### src/rtl/alct_pkg.sv
package alct_pkg;

    localparam int ALCT_ENTRIES = 16;
    localparam int TAG_W        = 7;
    localparam int ADDR_W       = 32;
    localparam int GRAN_LOG2    = 3;

    localparam int LINE_W = ADDR_W - GRAN_LOG2;
    localparam int IDX_W  = (ALCT_ENTRIES > 1) ? $clog2(ALCT_ENTRIES) : 1;

    typedef logic [TAG_W-1:0]  tag_t;
    typedef logic [LINE_W-1:0] line_t;
    typedef logic [ADDR_W-1:0] addr_t;
    typedef logic [IDX_W-1:0]  idx_t;

    // one table slot
    typedef struct packed {
        logic  vld;
        tag_t  tag;
        line_t line;
    } slot_t;

    // how an allocation chooses its slot
    typedef enum logic [1:0] {
        PICK_SAME_TAG = 2'd0,
        PICK_FREE     = 2'd1,
        PICK_OLDEST   = 2'd2
    } pick_e;

    function automatic line_t addr_to_line(input addr_t a);
        return a[ADDR_W-1:GRAN_LOG2];
    endfunction

endpackage

### src/rtl/alct_prio_enc.sv
module alct_prio_enc #(
    parameter int N = 16,
    parameter int W = 4
) (
    input  logic [N-1:0] req,
    output logic [W-1:0] idx
);
    // lowest set index wins; zero when no request
    always_comb begin
        idx = '0;
        for (int i = N - 1; i >= 0; i--) begin
            if (req[i]) idx = W'(i);
        end
    end
endmodule

### src/rtl/alct_match.sv
module alct_match
    import alct_pkg::*;
#(
    parameter int N = ALCT_ENTRIES
) (
    input  slot_t [N-1:0] slots,
    input  tag_t          ld_tag,
    input  tag_t          chk_tag,
    input  line_t         st_line,
    output logic [N-1:0]  ld_tag_hit,
    output logic [N-1:0]  chk_tag_hit,
    output logic [N-1:0]  st_line_hit
);
    for (genvar g = 0; g < N; g++) begin : g_cmp
        assign ld_tag_hit[g]  = slots[g].vld && (slots[g].tag  == ld_tag);
        assign chk_tag_hit[g] = slots[g].vld && (slots[g].tag  == chk_tag);
        assign st_line_hit[g] = slots[g].vld && (slots[g].line == st_line);
    end
endmodule

### src/rtl/alct_age.sv
module alct_age #(
    parameter int N = 16,
    parameter int W = 4
) (
    input  logic         clk,
    input  logic         rst,
    input  logic         touch,
    input  logic [W-1:0] touch_idx,
    output logic [W-1:0] oldest_idx
);
    // older_q[i][j] = 1 : slot i was allocated before slot j
    logic [N-1:0] older_q [N];
    logic [N-1:0] is_oldest;

    always_ff @(posedge clk) begin
        if (rst) begin
            for (int i = 0; i < N; i++) older_q[i] <= '0;
        end else if (touch) begin
            for (int i = 0; i < N; i++) begin
                for (int j = 0; j < N; j++) begin
                    if (W'(i) == touch_idx)      older_q[i][j] <= 1'b0;
                    else if (W'(j) == touch_idx) older_q[i][j] <= 1'b1;
                end
            end
        end
    end

    for (genvar g = 0; g < N; g++) begin : g_old
        localparam logic [N-1:0] SELF = N'(1) << g;
        assign is_oldest[g] = &(older_q[g] | SELF);
    end

    alct_prio_enc #(.N(N), .W(W)) u_old_enc (
        .req (is_oldest),
        .idx (oldest_idx)
    );
endmodule

### src/rtl/alct_table.sv
module alct_table
    import alct_pkg::*;
(
    input  logic              clk,
    input  logic              rst,
    input  logic              ld_valid,
    input  logic [TAG_W-1:0]  ld_tag,
    input  logic [ADDR_W-1:0] ld_addr,
    input  logic              st_valid,
    input  logic [ADDR_W-1:0] st_addr,
    input  logic              chk_valid,
    input  logic [TAG_W-1:0]  chk_tag,
    input  logic              flush,
    output logic              rsp_valid,
    output logic              rsp_hit
);
    localparam int N = ALCT_ENTRIES;

    slot_t [N-1:0] slot_q, slot_n;
    logic  [N-1:0] live_vec;
    logic  [N-1:0] ld_tag_hit, chk_tag_hit, st_line_hit;
    logic  [N-1:0] kill_vec, chk_live, chk_free;
    idx_t          same_idx, free_idx, oldest_idx, tgt_idx;
    pick_e         pick;
    logic          hit_n, touch;
    logic          rsp_valid_q, rsp_hit_q;

    for (genvar g = 0; g < N; g++) begin : g_live
        assign live_vec[g] = slot_q[g].vld;
    end

    alct_match #(.N(N)) u_match (
        .slots       (slot_q),
        .ld_tag      (ld_tag),
        .chk_tag     (chk_tag),
        .st_line     (addr_to_line(st_addr)),
        .ld_tag_hit  (ld_tag_hit),
        .chk_tag_hit (chk_tag_hit),
        .st_line_hit (st_line_hit)
    );

    alct_prio_enc #(.N(N), .W(IDX_W)) u_same_enc (
        .req (ld_tag_hit),
        .idx (same_idx)
    );

    alct_prio_enc #(.N(N), .W(IDX_W)) u_free_enc (
        .req (~live_vec),
        .idx (free_idx)
    );

    alct_age #(.N(N), .W(IDX_W)) u_age (
        .clk        (clk),
        .rst        (rst),
        .touch      (touch),
        .touch_idx  (tgt_idx),
        .oldest_idx (oldest_idx)
    );

    // store resolves first, then check, then allocation
    always_comb begin
        kill_vec = st_valid ? st_line_hit : '0;
        chk_live = chk_tag_hit & ~kill_vec;
        hit_n    = chk_valid && !flush && (|chk_live);
        chk_free = (chk_valid && !flush) ? chk_live : '0;

        if (|ld_tag_hit)      pick = PICK_SAME_TAG;
        else if (~&live_vec)  pick = PICK_FREE;
        else                  pick = PICK_OLDEST;

        unique case (pick)
            PICK_SAME_TAG: tgt_idx = same_idx;
            PICK_FREE:     tgt_idx = free_idx;
            default:       tgt_idx = oldest_idx;
        endcase

        touch  = ld_valid && !flush;
        slot_n = slot_q;
        for (int i = 0; i < N; i++) begin
            if (kill_vec[i] || chk_free[i] || flush) slot_n[i].vld = 1'b0;
        end
        if (touch) begin
            slot_n[tgt_idx].vld  = 1'b1;
            slot_n[tgt_idx].tag  = ld_tag;
            slot_n[tgt_idx].line = addr_to_line(ld_addr);
        end
    end

    always_ff @(posedge clk) begin
        if (rst) begin
            slot_q      <= '0;
            rsp_valid_q <= 1'b0;
            rsp_hit_q   <= 1'b0;
        end else begin
            slot_q      <= slot_n;
            rsp_valid_q <= chk_valid;
            rsp_hit_q   <= hit_n;
        end
    end

    assign rsp_valid = rsp_valid_q;
    assign rsp_hit   = rsp_hit_q;
endmodule

### config.mk
export PLATFORM = sky130hd
export DESIGN_NAME = alct_table
export DESIGN_NICKNAME = d
export VERILOG_FILES = /design/src/rtl/alct_pkg.sv /design/src/rtl/alct_prio_enc.sv /design/src/rtl/alct_match.sv /design/src/rtl/alct_age.sv /design/src/rtl/alct_table.sv
export SDC_FILE = /design/constraint.sdc
export NUM_CORES = 2
export LEC_CHECK = 0
export BUFFER_PORTS_ARGS = -buffer_cell sky130_fd_sc_hd__buf_4
export CORE_MARGIN = 3
export CORE_UTILIZATION = 40
export CTS_BUF_LIST = sky130_fd_sc_hd__clkbuf_4 sky130_fd_sc_hd__clkbuf_8
export DETAILED_ROUTE_END_ITERATION = 16
export PLACE_DENSITY_LB_ADDON = 0.3
export SYNTH_ARGS = -nofsm -noshare
export SYNTH_HDL_FRONTEND = slang
export SYNTH_SLANG_ARGS = --single-unit
### constraint.sdc
create_clock -name clk -period 8.9 [get_ports clk]
set_input_delay 2.225 -clock clk [delete_from_list [all_inputs] [get_ports clk]]
set_output_delay 2.225 -clock clk [all_outputs]
set_load 0.005 [all_outputs]
-- After elaboration in Yosys (flattened, before gate mapping)
Memory sizes are Yosys's and may differ from the RTL's.
Index checks and enable logic that the tools add are counted.
- register bits after elaboration: 594
- bits in writable memories: 256
- input port bits: 84
- word-level logic and storage cells: 2323
- memories: 1
- order comparisons: 2
- equality and inequality tests: 64
- mux-type cells: 1601
- bitwise gates (word level): 499
- reductions and logical operators: 106
- memory list (name ; depth ; bits a word ; read ports ; clocked after Yosys merged registers in ; write ports ; line ; text):
    u_age.older_q ; 16 ; 16 ; 16 ; 0 ; 16 ; alct_age.sv:12 ; logic [N-1:0] older_q [N];
- operators with widths (cell ; count):
    $bwmux 592 ; 3
    $mux 1 ; 1538
    $mux 592 ; 1
    $or 1x1->1 ; 496
    $eq 29x29->1 ; 16
    $demux 37 s4 ; 3
    $reduce_and 15->1 ; 16
    $eq 7x7->1 ; 32
    $mux 4 ; 48
    $logic_and 1x1->1 ; 52
    $mux 37 ; 1
    $mux 36 ; 1
    $eq 4x4->1 const A ; 8
    $logic_or 1x1->1 ; 32
    $mux 16 ; 2
    $not 16->16 ; 2
    $reduce_or 16->1 ; 2
    $mux 29 ; 1
    $and 16x16->16 ; 1
    $eq 3x4->1 const A ; 4
    $reduce_and 16->1 ; 1
    $eq 2x4->1 const A ; 2
    $pmux 4 s2 ; 1
    $lt 4x5->1 const B ; 1
    7 further kinds ; 8

-- Longest topological paths before layout
- word-level depth: 27
- gate-level depth with buffers: 16
- mapped depth without buffers: 9

-- Hierarchy
Synthesis repeated with hierarchy kept, for this count alone.
- cells, all modules: 4255
- area, all modules: 42941.2 um^2
- by module, submodules not included (module ; instances ; cells an instance ; area an instance (um^2) ; seq. area each (um^2)):
    alct_table ; 1 ; 2216 ; 23920.4 ; 11891.4
    alct_age ; 1 ; 916 ; 10274.9 ; 7206.9
    alct_match ; 1 ; 1030 ; 8209.1 ; 0.0
    alct_prio_enc ; 3 ; 31 ; 178.9 ; 0.0

-- Worst setup path before layout
No wires, ideal clock.
- kind: input to register
- start: in ld_tag[1]
- end: mem u_age.older_q[3][15], in the netlist u_age.older_q[0][63] (enable)
- setup time: 293 ps
- arrival: 4774 ps
- path slack: 3833 ps
- stages on the path: 13
- cell sequence: buf_2 > buf_6 > xor2_1 > nor4_1 > nand4_1 > a211oi_1 > o311ai_1 > a311o_1 > a21oi_2 > buf_2 > nand3_1 > clkbuf_1 > nand2_1
- RTL lines (element ; line ; text):
    start: declaration ; alct_table.sv:7 ; input logic [TAG_W-1:0] ld_tag,
    end: declaration ; alct_age.sv:12 ;

==> impl_metrics.json <==
{
  "pre_cts_slack_ps": 2090,
  "cts_buffer_depth": 3,
  "endpoint_kind": "flop",
  "synth_area_leaders": "dfxtp_1 (31%), edfxtp_1 (19%), a22o_1 (12%)",
  "hold_viol_final": 0,
  "fin_ws_ps": 2820,
  "fillers": 8819,
  "syn_nets": 3680,
  "grt_pass1_wl_um": 188000,
  "crit_required_ps": 9400,
  "hpwl_um": 71700,
  "clk_latency_ps": 820,
  "status": "finished, final reports clean",
  "drc": 0,
  "critical_path_class": "in2reg",
  "synth-compound-area-share": 0.146,
  "async_reset_ff_frac": 0,
  "slew_headroom": 0.0915,
  "crit_arrival_ps": 6580,
  "grt_max_degree": 74,
  "synth_cell_type_count": 57,
  "row_count": 112,
  "io_pins": 86,
  "gp_congestion": 0.850,
  "synth_xor_area_frac": 0.158,
  "ys_ff_latch": 834,
  "power.density_mw_per_mm2": 196,
  "fin_crit_ps": 6080,
  "yosysTopAreaCell": "dfxtp_1",
  "ff2ff_path_depth": 11,
  "synth_cells": 3596,
  "synth_mux_area_frac": 0.00944,
  "synth_top_family_by_area": "XOR/XNOR gates",
  "clkTransAtPathRegs_ps": 60,
  "layout_common_cells": "dfxtp_1 (594), a22o_1 (541), xor2_1 (396)",
  "die_area_mm2": 0.0992,
  "initial_core_util": 0.406,
  "die_y_um": 315,
  "viasPerCell": 5.97,
  "p_leak_nw": 17.3,
  "grt_pass1_vias": 27300,
  "cts_resized": 0,
  "post-cts-setup-buffers": 0,
  "hp-class": "reg2reg",
  "final_nets": 3531,
  "worst_pin_slew_ps": 1360,
  "syn_avg_cell_area_um2": 10.6,
  "cts_hold_buf": 0,
  "antenna_found_initial": 4,
  "drt_iter0_drc": 3125,
  "fmax_mhz": 164,
  "yosys.area_share.adder": 0,
  "ys_seq_area_frac": 0.500,
  "cts_buffers": 142,
  "synth_flop_cell": "dfxtp_1",
  "setup_viol": 0,
  "ys_warn_count": 0,
  "grt_setup_unrepaired": "no",
  "cp-start-kind": "input pin",
  "wl_um": 129000,
  "vdd_drop_max_v": 0.000141,
  "portBuffers": 79,
  "num_vias": 28700,
  "design.core.area_mm2": 0.0940,
  "whs_path_depth": 2,
  "fin_crit_sh": 0.683,
  "setup_tns_ps": 0,
  "layout_commonest_cell": "dfxtp_1",
  "die_w_um": 315,
  "overflow": 0,
  "crit_fanout": 40,
  "syn-cell-area_mm2": 0.0382,
  "slew_viol_final": 0,
  "drt_pass1_iterations": 6,
  "wire_per_inst_um": 26.7,
  "maxCapViolCount": 0,
  "finClkSkew_ps": 52.6,
  "drive_gt1_frac": 0.120,
  "area_delta_synth_final_pct": 10.1,
  "synth.top_cell.area_share": 0.311,
  "ant_nets": 0,
  "cts_tree": "done",
  "grt_use_total": 0.254,
  "synthSimpleGateAreaFrac": 0.136,
  "synth-edff-count": 240,
  "htreeDepth": 4,
  "cts_root_buffer": "clkbuf_8",
  "clock-sinks": 834
}
-- critical path, cell delays in order --
cell	delay, ps
buf_4	430
xnor2_1	190
nand4_1	150
nor4_1	310
a211oi_1	90
o311ai_1	380
a311o_1	440
and3_2	630
buf_4	480
and3_2	990
nand2b_1	210
-- report_power, final --
part / total (mW) / internal, mW / switching [mW]
Combinational: 0.597 / 0.157 / 0.440
Clock: 3.65 / 2.03 / 1.62
Sequential: 3.98 / 3.96 / 0.0231
-- cell families (layout without fill, tap and decap cells) --
family,Yosys count,in the layout
buf+inv,426,387
xor+xnor,688,688
compound gates,646,646
mux,36,36
other cells,0,1
flops,834,834
simple gates,966,966
-- routing by layer --
metal  track usage  wire length, µm
met5             0               13
met2         0.388            56500
met4        0.0938             4500
met3        0.0488            11300
met1         0.357            56400
-- Yosys cell counts, types with 2 or more instances --
library cell / count
a21o_1: 15
o41a_1: 12
a31oi_4: 3
xor2_1: 396
or4_1: 5
nor2_1: 44
a211oi_1: 6
a22o_1: 541
buf_6: 13
o2111ai_1: 2
nand4b_1: 2
or2_2: 4
inv_1: 2
o41ai_1: 3
and3_1: 228
nor3_1: 5
buf_1: 14
nand2_1: 287
a21oi_1: 18
and4_1: 2
edfxtp_1: 240
nand3_1: 36
buf_2: 112
o211ai_1: 2
dfxtp_1: 594
a22oi_1: 6
a31oi_1: 8
nor2b_1: 6
o311ai_0: 3
nor4_1: 122
nand4_1: 160
a21oi_2: 2
or2_1: 4
xnor2_1: 292
o21ai_0: 10
buf_4: 20
mux2i_1: 36
clkbuf_1: 264
nand2b_1: 53
a31oi_2: 7
-- per-stage QoR --
stage / hold WS (ps) / cell area, µm² / power, mW / utilization / cells
floorplan: 446 / 38200 / 4.43 / - / 3596
global placement: 454 / 39000 / 4.64 / 0.415 / 4557
detailed placement: 461 / 39000 / 4.64 / 0.415 / 4557
CTS: 470 / 42100 / 8.26 / 0.447 / 4811
global route: 484 / 42100 / 8.46 / 0.447 / 4812
finish: 467 / 42100 / 8.23 / 0.447 / 4812
-- worst paths after layout --
path	to	start	slack (ps)
worst max register to register	flop	u_age.older_q[0][191]	3910
worst min register to register	flop	flop	470
worst max-delay path	u_age.older_q[0][76]	ld_tag[0]	2820
worst min-delay path	flop	flop	470
-- area by class of cell --
class	instances	area (µm²)	area share
well taps	1254	1570	0.0373
clock inverters	23	164	0.00390
inverters	3	11.3	0.000268
repair buffers	130	976	0.0232
multi-input cells	2336	17400	0.413
clock buffers	231	2850	0.0677
diodes	1	2.50	0.0000595
flip-flops and latches	834	19100	0.454
Note: power is estimated with default switching activity, not from simulation.
